File: config.mk
export PLATFORM = sky130hd
export DESIGN_NAME = serial_rx_core
export DESIGN_NICKNAME = d
export VERILOG_FILES = /design/src/rtl/serial_rx_pkg.sv /design/src/rtl/serial_rx_tick.sv /design/src/rtl/serial_rx_frame.sv /design/src/rtl/serial_rx_fifo.sv /design/src/rtl/serial_rx_core.sv
export SDC_FILE = /design/constraint.sdc
export NUM_CORES = 1
export LEC_CHECK = 0
export ABC_AREA = 1
export CORE_MARGIN = 2
export CORE_UTILIZATION = 45
export CTS_CLUSTER_SIZE = 10
export DETAILED_ROUTE_END_ITERATION = 10
export DONT_BUFFER_PORTS = 1
export SYNTH_ARGS = -nofsm -noshare
export SYNTH_HDL_FRONTEND = slang
export SYNTH_HIERARCHICAL = 1
export SYNTH_SLANG_ARGS = --single-unit
File: constraint.sdc
create_clock -name clk -period 6.2 [get_ports clk]
set_clock_uncertainty 0.15 [all_clocks]
set_input_delay 0.31 -clock clk [delete_from_list [all_inputs] [get_ports clk]]
set_output_delay 0.31 -clock clk [all_outputs]
set_load 0.05 [all_outputs]
File: src/rtl/serial_rx_pkg.sv
package serial_rx_pkg;
  typedef struct packed {
    logic [7:0] data;
    logic       ovr;
    logic       par;
    logic       frm;
    logic       brk;
  } rx_word_t;

  typedef enum logic [2:0] {
    ST_IDLE, ST_START, ST_DATA, ST_PAR, ST_STOP1, ST_STOP2, ST_WAITHI
  } rx_state_t;
endpackage

File: src/rtl/serial_rx_tick.sv
module serial_rx_tick #(
  parameter int DIV_W = 16
) (
  input  logic             clk,
  input  logic             rst,
  input  logic [DIV_W-1:0] div,
  output logic             tick
);
  logic [DIV_W-1:0] cnt;

  always_ff @(posedge clk) begin
    if (rst || cnt >= div) cnt <= '0;
    else                   cnt <= cnt + 1'b1;
  end

  assign tick = !rst && (cnt >= div);
endmodule

File: src/rtl/serial_rx_frame.sv
module serial_rx_frame
  import serial_rx_pkg::*;
(
  input  logic       clk,
  input  logic       rst,
  input  logic       tick,
  input  logic       rxs,
  input  logic [1:0] data_bits,
  input  logic       parity_en,
  input  logic       parity_odd,
  input  logic       two_stop,
  output logic       push,
  output rx_word_t   push_word
);
  rx_state_t  state;
  logic [3:0] cnt;
  logic [2:0] idx;
  logic [7:0] shreg;
  logic       par_bit;
  logic       all_zero;
  logic       mid;
  logic       finish;
  rx_word_t   word_c;

  assign mid    = tick && (cnt == 4'd15);
  assign finish = mid && ((state == ST_STOP1 && !(two_stop && rxs)) || state == ST_STOP2);

  always_comb begin
    word_c.data = shreg;
    word_c.ovr  = 1'b0;
    word_c.brk  = !rxs && all_zero;
    word_c.frm  = !rxs;
    word_c.par  = parity_en && !word_c.brk && (par_bit != (parity_odd ^ (^shreg)));
  end

  always_ff @(posedge clk) begin
    if (rst) begin
      state <= ST_IDLE; cnt <= '0; idx <= '0; shreg <= '0;
      par_bit <= 1'b0; all_zero <= 1'b1; push <= 1'b0; push_word <= '0;
    end else begin
      push <= 1'b0;
      if (finish) begin
        push      <= 1'b1;
        push_word <= word_c;
        state     <= rxs ? ST_IDLE : ST_WAITHI;
        cnt       <= '0;
      end else if (tick) begin
        case (state)
          ST_IDLE: if (!rxs) begin
            state <= ST_START; cnt <= '0; shreg <= '0; all_zero <= 1'b1; par_bit <= 1'b0;
          end
          ST_START: begin
            if (cnt == 4'd7) begin
              cnt <= '0; idx <= '0;
              state <= rxs ? ST_IDLE : ST_DATA;
            end else cnt <= cnt + 1'b1;
          end
          ST_DATA: begin
            if (cnt == 4'd15) begin
              cnt <= '0;
              shreg[idx] <= rxs;
              all_zero <= all_zero && !rxs;
              if (idx == {1'b0, data_bits} + 3'd4) state <= parity_en ? ST_PAR : ST_STOP1;
              else idx <= idx + 1'b1;
            end else cnt <= cnt + 1'b1;
          end
          ST_PAR: begin
            if (cnt == 4'd15) begin
              cnt <= '0; par_bit <= rxs; all_zero <= all_zero && !rxs; state <= ST_STOP1;
            end else cnt <= cnt + 1'b1;
          end
          ST_STOP1: begin
            if (cnt == 4'd15) begin cnt <= '0; state <= ST_STOP2; end
            else cnt <= cnt + 1'b1;
          end
          ST_STOP2: cnt <= cnt + 1'b1;
          ST_WAITHI: if (rxs) state <= ST_IDLE;
          default: state <= ST_IDLE;
        endcase
      end
    end
  end

  // a stored break entry carries the frame flag and a zero character
  a_r5_break_word: assert property (@(posedge clk) disable iff (rst)
    (push && push_word.brk) |-> (push_word.frm && push_word.data == 8'd0));
  // a start that is high again at the eighth tick is dropped
  a_r2_false_start: assert property (@(posedge clk) disable iff (rst)
    (state == ST_START && tick && cnt == 4'd7 && rxs) |=> (state == ST_IDLE));
  // after a low stop bit the receiver does not look for a start bit
  a_r4_wait_high: assert property (@(posedge clk) disable iff (rst)
    (finish && !rxs) |=> (state == ST_WAITHI));
endmodule

File: src/rtl/serial_rx_fifo.sv
module serial_rx_fifo
  import serial_rx_pkg::*;
#(
  parameter int DEPTH = 8,
  localparam int AW = $clog2(DEPTH),
  localparam int CW = AW + 1
) (
  input  logic          clk,
  input  logic          rst,
  input  logic          push,
  input  rx_word_t      push_word,
  input  logic          pop,
  output rx_word_t      q,
  output logic          q_valid,
  output logic [CW-1:0] count
);
  rx_word_t        mem [DEPTH];
  logic [AW-1:0]   wr_ptr, rd_ptr;
  logic            do_pop, full_hit, we;
  logic [AW-1:0]   waddr;
  rx_word_t        wdata;

  assign do_pop   = pop && (count != '0);
  assign full_hit = push && (count == CW'(DEPTH)) && !do_pop;
  assign we       = push;
  assign waddr    = full_hit ? (wr_ptr - 1'b1) : wr_ptr;

  always_comb begin
    wdata     = push_word;
    wdata.ovr = full_hit;
  end

  always_ff @(posedge clk) begin
    if (we) mem[waddr] <= wdata;
  end

  always_ff @(posedge clk) begin
    if (do_pop) q <= mem[rd_ptr];
  end

  always_ff @(posedge clk) begin
    if (rst) begin
      wr_ptr <= '0; rd_ptr <= '0; count <= '0; q_valid <= 1'b0;
    end else begin
      q_valid <= do_pop;
      if (push && !full_hit) wr_ptr <= wr_ptr + 1'b1;
      if (do_pop)            rd_ptr <= rd_ptr + 1'b1;
      if ((push && !full_hit) && !do_pop)      count <= count + 1'b1;
      else if (do_pop && !(push && !full_hit)) count <= count - 1'b1;
    end
  end

  // the count never exceeds the queue depth
  a_r6_no_overflow: assert property (@(posedge clk) disable iff (rst) count <= CW'(DEPTH));
  // an overrun keeps the queue full
  a_r6_overrun_full: assert property (@(posedge clk) disable iff (rst)
    full_hit |=> (count == CW'(DEPTH)));
  // a read of an empty queue yields nothing
  a_r7_empty_read: assert property (@(posedge clk) disable iff (rst)
    (pop && count == '0) |=> !q_valid);
endmodule

File: src/rtl/serial_rx_core.sv
module serial_rx_core
  import serial_rx_pkg::*;
#(
  parameter int DEPTH = 8,
  parameter int DIV_W = 16,
  parameter int TO_W  = 4,
  localparam int CW   = $clog2(DEPTH) + 1
) (
  input  logic             clk,
  input  logic             rst,
  input  logic [DIV_W-1:0] baud_div,
  input  logic [1:0]       data_bits,
  input  logic             parity_en,
  input  logic             parity_odd,
  input  logic             two_stop,
  input  logic [TO_W-1:0]  timeout_frames,
  input  logic             rxd,
  input  logic             rd_en,
  output logic             rd_valid,
  output logic [7:0]       rd_data,
  output logic             rd_overrun,
  output logic             rd_parity_err,
  output logic             rd_frame_err,
  output logic             rd_break,
  output logic             rx_avail,
  output logic             rx_timeout,
  output logic             rts_n
);
  logic          sync1, rxs, tick, push;
  rx_word_t      push_word, q;
  logic [CW-1:0] count;
  logic [3:0]    frame_bits;
  logic [7:0]    frame_ticks, tcnt;
  logic [TO_W-1:0] fcnt;

  always_ff @(posedge clk) begin
    if (rst) begin sync1 <= 1'b1; rxs <= 1'b1; end
    else     begin sync1 <= rxd;  rxs <= sync1; end
  end

  serial_rx_tick #(.DIV_W(DIV_W)) u_tick (
    .clk(clk), .rst(rst), .div(baud_div), .tick(tick));

  serial_rx_frame u_frame (
    .clk(clk), .rst(rst), .tick(tick), .rxs(rxs), .data_bits(data_bits),
    .parity_en(parity_en), .parity_odd(parity_odd), .two_stop(two_stop),
    .push(push), .push_word(push_word));

  serial_rx_fifo #(.DEPTH(DEPTH)) u_fifo (
    .clk(clk), .rst(rst), .push(push), .push_word(push_word), .pop(rd_en),
    .q(q), .q_valid(rd_valid), .count(count));

  assign rd_data       = q.data;
  assign rd_overrun    = q.ovr;
  assign rd_parity_err = q.par;
  assign rd_frame_err  = q.frm;
  assign rd_break      = q.brk;
  assign rx_avail      = (count != '0);

  assign frame_bits  = 4'd7 + {2'b00, data_bits} + {3'b000, parity_en} + {3'b000, two_stop};
  assign frame_ticks = {frame_bits, 4'b0000};

  always_ff @(posedge clk) begin
    if (rst || push || (rd_en && count != '0) || count == '0 || timeout_frames == '0) begin
      tcnt <= '0; fcnt <= '0; rx_timeout <= 1'b0;
    end else if (tick && !rx_timeout) begin
      if (tcnt == frame_ticks - 8'd1) begin
        tcnt <= '0;
        if (fcnt == timeout_frames - 1'b1) rx_timeout <= 1'b1;
        else fcnt <= fcnt + 1'b1;
      end else tcnt <= tcnt + 1'b1;
    end
  end

  always_ff @(posedge clk) begin
    if (rst)                              rts_n <= 1'b0;
    else if (count == CW'(DEPTH))         rts_n <= 1'b1;
    else if (count <= CW'(DEPTH - 3))     rts_n <= 1'b0;
  end

  // a full queue raises rts_n one cycle later
  a_r10_rts_full: assert property (@(posedge clk) disable iff (rst)
    (count == CW'(DEPTH)) |=> rts_n);
  // ample room lowers rts_n one cycle later
  a_r10_rts_room: assert property (@(posedge clk) disable iff (rst)
    (count <= CW'(DEPTH - 3)) |=> !rts_n);
  // a time-out is only shown while data waits
  a_r9_timeout_data: assert property (@(posedge clk) disable iff (rst)
    rx_timeout |-> rx_avail);
  // a read removes the time-out
  a_r9_read_clears: assert property (@(posedge clk) disable iff (rst)
    (rd_en && rx_avail) |=> !rx_timeout);
endmodule

==> flow_summary.toml, run 1 <==
[critical_path]
r2r-start = "u_tick/cnt[0]$_SDFF_PP0_"
end_kind = "register"
path_common_cell = "nand2_1"
crit_path_max_fanout = 7
crit_type = "reg2reg"
cp-start-kind = "register"
crit_required_ns = 6.38
max_stage_delay_ns = 0.44
slowest_stage = "a21oi_1"
reg2reg_depth = 18
r2r_slack_ns = 3.11
crit_family = "simple AND/OR/NAND/NOR gates"
r2r-end = "tcnt[7]$_SDFFE_PP0P_"
critPathArrivalTime_ns = 3.26
crit_chain = "inv_1 > ha_1 > nand2_1 > nor2_1 > nor2_1 > nand2_1 > nand2_1 > nand2_1 > nand2_2 > a21oi_1 > inv_1 > nor2_4 > nand3_1 > nor2_1 > nand2_2 > nor2_4 > or2_1 > nor2_4"
path_buf_inv = 2

[detailed_routing]
dr.pass1.iters = 5
vias = 6567
wirelength_mm = 18.4
ant_nets = 0
drc_errors = 0
drt-initial-drc-count = 324
vias_per_cell = 4.95
wire_per_inst_um = 13.8

[run]
maxCapViolCount = 0

[die]
die_area_um2 = 21600
dieWidth_um = 147
coreArea_um2 = 20200
initial_utilization = 0.456
die_h_um = 147
num_rows = 52
io_pins = 45

[cts]
worstSkewPairLatency_ns = 0.43
clockBufferDepth = 2
cts_sinks = 183
root_buffer = "clkbuf_16"
clk_pin_slew_ns = 0.08
cts_tree = "built"
cts_buffers = 17
cts-htree-levels = 4

[global_route]
grt.met2_usage = 0.289
top_usage_layer = "met2"
grt_overflow_total = 0
grt_use_total = 0.179
grt_max_degree = 51
gr-usage-met1 = 0.240
antenna_found_initial = 0
grt_pass1_wl_mm = 30.8
grt_pass1_vias = 6221
use_met3 = 0.0357

[hold_path]
hold_start = "parity_en"
holdPathEnd = "u_frame/state[1]$_SDFFE_PP0P_"
min_path_cells = 4
hp-class = "in2reg"

[timing]
hold_viol_final = 0
layout_min_cycle_time_ns = 3.09
max_freq_mhz = 324
tightest_slew_ns = 0.995
rsz0062_at_grt = "false"
setup_viol = 0
fin_crit_sh = 0.498
drv_slew = 0
slew_headroom = 0.334
tns_ns = 0

[placement]
routabilityCongestion = 0.846
port-buffer-count = 0
dp_hpwl_mm = 12.3
placed_cells = 1290

[synthesis]
synth_warnings = 6
syn_area_um2 = 9190
synth_fp_nets = 1102
synthCells = 1039
avgSynthCellArea_um2 = 8.85

[power]
power_density_nw_per_um2 = 329
total_power_w = 0.00331
ir_drop_v = 0.000175
p_leak_nw = 3.80

[final_layout]
layout.cells.non_filler = 1326
diodes = 0
syn2layout_area_growth_pct = 9.68
fin_nets = 1106
drive_above_1_share = 0.121

[status]
outcome = "complete, no violations"
## what timing repair did
action,in CTS,in global routing
buffers inserted,0,0
hold buffers,4,0
endpoints found under the hold margin,34,0
gates resized for setup,0,0
## cell usage in the layout (no fill, tap or decap), types with 5 or more instances in the layout
master / n
o21ai_1: 15
nand3_1: 55
dfxtp_1: 74
inv_1: 99
buf_4: 9
xnor2_1: 11
nand2_1: 215
inv_2: 10
nand4_1: 5
xor2_1: 22
edfxtp_1: 108
ha_1: 32
nor2_2: 26
a21oi_1: 42
nand2_2: 21
nor3_1: 11
nor2_4: 6
nor2_1: 135
clkbuf_16: 17
a22o_1: 5
o21ai_0: 78
## state kept, by name (all words and copies together) (netlist names), 3 cells and up
name               cells
u_fifo/count           4
u_frame/state          3
u_fifo/q              12
u_frame/shreg          8
u_frame/cnt            4
u_fifo/wr_ptr          3
u_fifo/mem            96
u_frame/idx            3
u_frame/push_word     11
tcnt                   8
u_fifo/rd_ptr          3
u_tick/cnt            16
fcnt                   4
## per-layer routing
metal / vias to the layer above / wire length [um]
li1: 3420 / -
met1: 3007 / 8820
met2: 116 / 8500
met3: 24 / 690
met4: 0 / 347
met5: - / 0
## cell type report
class	instances	area [um^2]
sequential	183	4750
clock inverter	15	201
multi-input combinational	716	3830
tap	270	338
timing repair buffer	13	108
fill	1917	10100
clock buffer	17	425
inverter	112	428
## power by group
part | total [W] | switching (W) | leakage [nW] | internal, W
Sequential | 0.00161 | 0.000240 | 1.53 | 0.00137
Combinational | 0.000578 | 0.000394 | 1.96 | 0.000184
Clock | 0.00113 | 0.000563 | 0.304 | 0.000563
Total | 0.00331 | 0.00120 | 3.80 | 0.00212
## worst register-to-register path, cell delays in order, from the launching register on
cell and delay, ns:
dfxtp_1 0.40, inv_1 0.06, ha_1 0.27, nand2_1 0.05, nor2_1 0.08, nor2_1 0.04, nand2_1 0.05, nand2_1 0.05
nand2_1 0.09, nand2_2 0.08, a21oi_1 0.44, inv_1 0.15, nor2_4 0.18, nand3_1 0.09, nor2_1 0.15, nand2_2 0.08
nor2_4 0.18, or2_1 0.36, nor2_4 0.06
## worst max path at each step
stage                                       to                startpoint  cells past startpoint  slack (ns)
after detailed placement  tcnt[7]$_SDFFE_PP0P_  u_tick/cnt[0]$_SDFF_PP0_                     18        3.08
after global routing      tcnt[0]$_SDFFE_PP0P_  u_tick/cnt[0]$_SDFF_PP0_                     18        2.77
final                     tcnt[7]$_SDFFE_PP0P_  u_tick/cnt[0]$_SDFF_PP0_                     18        3.11
after global placement    tcnt[7]$_SDFFE_PP0P_  u_tick/cnt[0]$_SDFF_PP0_                     18        3.19
after floorplan           tcnt[7]$_SDFFE_PP0P_              data_bits[0]                     17        3.56
after CTS                 tcnt[7]$_SDFFE_PP0P_  u_tick/cnt[0]$_SDFF_PP0_                     18        3.07
## metrics by stage
step	util	setup WS, ns	hold slack (ns)	cell area (um^2)
global placement	0.467	3.19	0.230	9410
CTS	0.500	3.07	0.0302	10100
global route	0.500	2.77	0.0688	10100
detailed placement	0.467	3.08	0.230	9410
finish	0.500	3.11	0.0434	10100
floorplan	-	3.56	0.222	9190
Power figures use the tool's default switching activity.
==> inputs of run 2 (changes only) <==
- clock period: 6.2 -> 3.24 ns (I/O delays scaled with it)
==> run 2 against run 1 <==
Compared with the run above:
- power is 91% higher
- critical path depth stayed put
- clock power is 86% higher
- critical path type unchanged
- sequential power is 86% higher
- highest routed layer unchanged
==> flow_summary.toml, run 2 (synthesized netlist as in run 1, its figures left out) <==
[die]
die_area_um2 = 21600
num_rows = 52
die_h_um = 147
io_pins = 45
dieWidth_um = 147
coreArea_um2 = 20200
initial_utilization = 0.456

[global_route]
grt_max_degree = 51
antenna_found_initial = 0
grt_use_total = 0.178
grt_overflow_total = 0
grt_pass1_vias = 6102
grt_pass1_wl_mm = 30.5

[cts]
cts-htree-levels = 4
cts.repair.resized = 0
root_buffer = "clkbuf_16"
cts_buffers = 17
clk_pin_slew_ns = 0.08
worstSkewPairLatency_ns = 0.44
cts_tree = "built"
clockBufferDepth = 2
cts_sinks = 183

[placement]
port-buffer-count = 0
routabilityCongestion = 0.836
placed_area_um2 = 9460
dp_hpwl_mm = 12.1

[detailed_routing]
wl_met2_mm = 8.58
routed.top_layer = "met4"
drt-initial-drc-count = 318
dr.pass1.iters = 5
ant_nets = 0
wire_per_inst_um = 13.8
wirelength_mm = 18.4
met1Wirelength_mm = 8.89
vias = 6496
routed-wl-met3_um = 653
vias_per_cell = 4.88
drc_errors = 0

[final_layout]
syn2layout_area_growth_pct = 10.1
final_cell_mix = "nand2_1 (215), nor2_1 (136), edfxtp_1 (108)"
fin_nets = 1112
diodes = 0
top_register = "u_fifo/mem"
drive_above_1_share = 0.123
fin_area_um2 = 10100
largest_reg_flops = 96
layout_commonest_cell = "nand2_1"
largestRegisters = "u_fifo/mem (96), u_tick/cnt (16), u_fifo/q (12)"

[hold_path]
holdPathEnd = "u_frame/cnt[1]$_SDFFE_PP0P_"
min_path_cells = 6
hp-class = "in2reg"
hold_start = "two_stop"

[critical_path]
crit_chain = "inv_1 > ha_1 > nand2_1 > nor2_1 > nor2_1 > nand2_1 > nand2_1 > nand2_1 > nand2_2 > a21oi_1 > inv_1 > nor2_4 > nand3_1 > nor2_1 > nand2_2 > nor2_4 > or2_1 > nor2_4"
crit_family = "simple AND/OR/NAND/NOR gates"
r2r-start = "u_tick/cnt[0]$_SDFF_PP0_"
r2r_slack_ns = 0.40
path_buf_inv = 2
cp-start-kind = "register"
max_stage_delay_ns = 0.40
reg2reg_depth = 18
crit_path_max_fanout = 7
crit_type = "reg2reg"
slowest_stage = "dfxtp_1"
critPathArrivalTime_ns = 3.01
r2r-end = "tcnt[7]$_SDFFE_PP0P_"
crit_start = "u_tick/cnt[0]$_SDFF_PP0_"
end_kind = "register"
path_common_cell = "nand2_1"
crit_required_ns = 3.41

[power]
ir_drop_v = 0.000312
p_leak_nw = 3.97
power_density_nw_per_um2 = 626

[timing]
tightest_slew_ns = 1.07
fin_crit_sh = 0.878
slew_headroom = 0.284
layout_min_cycle_time_ns = 2.84
rsz0062_at_grt = "false"
max_freq_mhz = 352
drv_slew = 0
tns_ns = 0
setup_viol = 0
hold_viol_final = 0

[run]
maxCapViolCount = 0

[status]
outcome = "complete, no violations"
-- run 2: cell count changes in the layout (fill, tap and decap cells not counted), sizes merged --
cell         previous run  this run
buf                     9        14
clkinv                  5         6
dlygate4sd3             4         5
inv                   122       121
-- run 2: worst max path at each step --
stage	end	cells past startpoint
after floorplan	tcnt[7]$_SDFFE_PP0P_	19
after global placement	tcnt[7]$_SDFFE_PP0P_	18
after detailed placement	tcnt[7]$_SDFFE_PP0P_	18
after CTS	tcnt[7]$_SDFFE_PP0P_	18
after global routing	tcnt[7]$_SDFFE_PP0P_	18
final	tcnt[7]$_SDFFE_PP0P_	18
-- run 2: repair_timing --
| action | CTS | global route |
|---|---|---|
| hold endpoints to repair | 57 | 0 |
| setup endpoints to repair | 0 | 0 |
| hold buffers | 5 | 0 |
| buffers inserted | 0 | 0 |
-- run 2: per-stage QoR --
step,power (W),hold slack (ns),std cells,utilization,setup slack (ns)
2_1_floorplan,0.00403,0.0744,1039,-,0.685
3_3_place_gp,0.00427,0.0836,1295,0.469,0.485
3_5_place_dp,0.00430,0.0826,1295,0.469,0.387
4_1_cts,0.00642,0.00514,1332,0.502,0.339
5_1_grt,0.00671,0.0508,1332,0.502,0.168
6_report,0.00634,0.0139,1332,0.502,0.397
-- run 2: report_power, final --
part	internal [W]	switching [W]	total, W
Combinational	0.000381	0.000859	0.00124
Clock	0.00106	0.00104	0.00210
Sequential	0.00263	0.000374	0.00300
Total	0.00406	0.00228	0.00634
-- run 2: worst min-delay path, cell delays in order --
cell and delay (ns):
nand2_1 0.04, nand3_1 0.09, nand2_2 0.09, nand2_4 0.08, nand2_4 0.07, a21oi_1 0.04
-- run 2: layout make-up --
class / count / area (um^2)
Tap cell: 270 / 338
Inverter: 112 / 428
Clock inverter: 15 / 186
Clock buffer: 17 / 425
Fill cell: 1913 / 10000
Multi-Input combinational cell: 716 / 3830
Timing Repair Buffer: 19 / 168
Sequential cell: 183 / 4740
-- run 2: routing by layer --
layer	up-vias	GRT usage
met3	15	0.0401
met5	-	0
li1	3429	-
met2	102	0.289
met1	2950	0.242
met4	0	0.0510
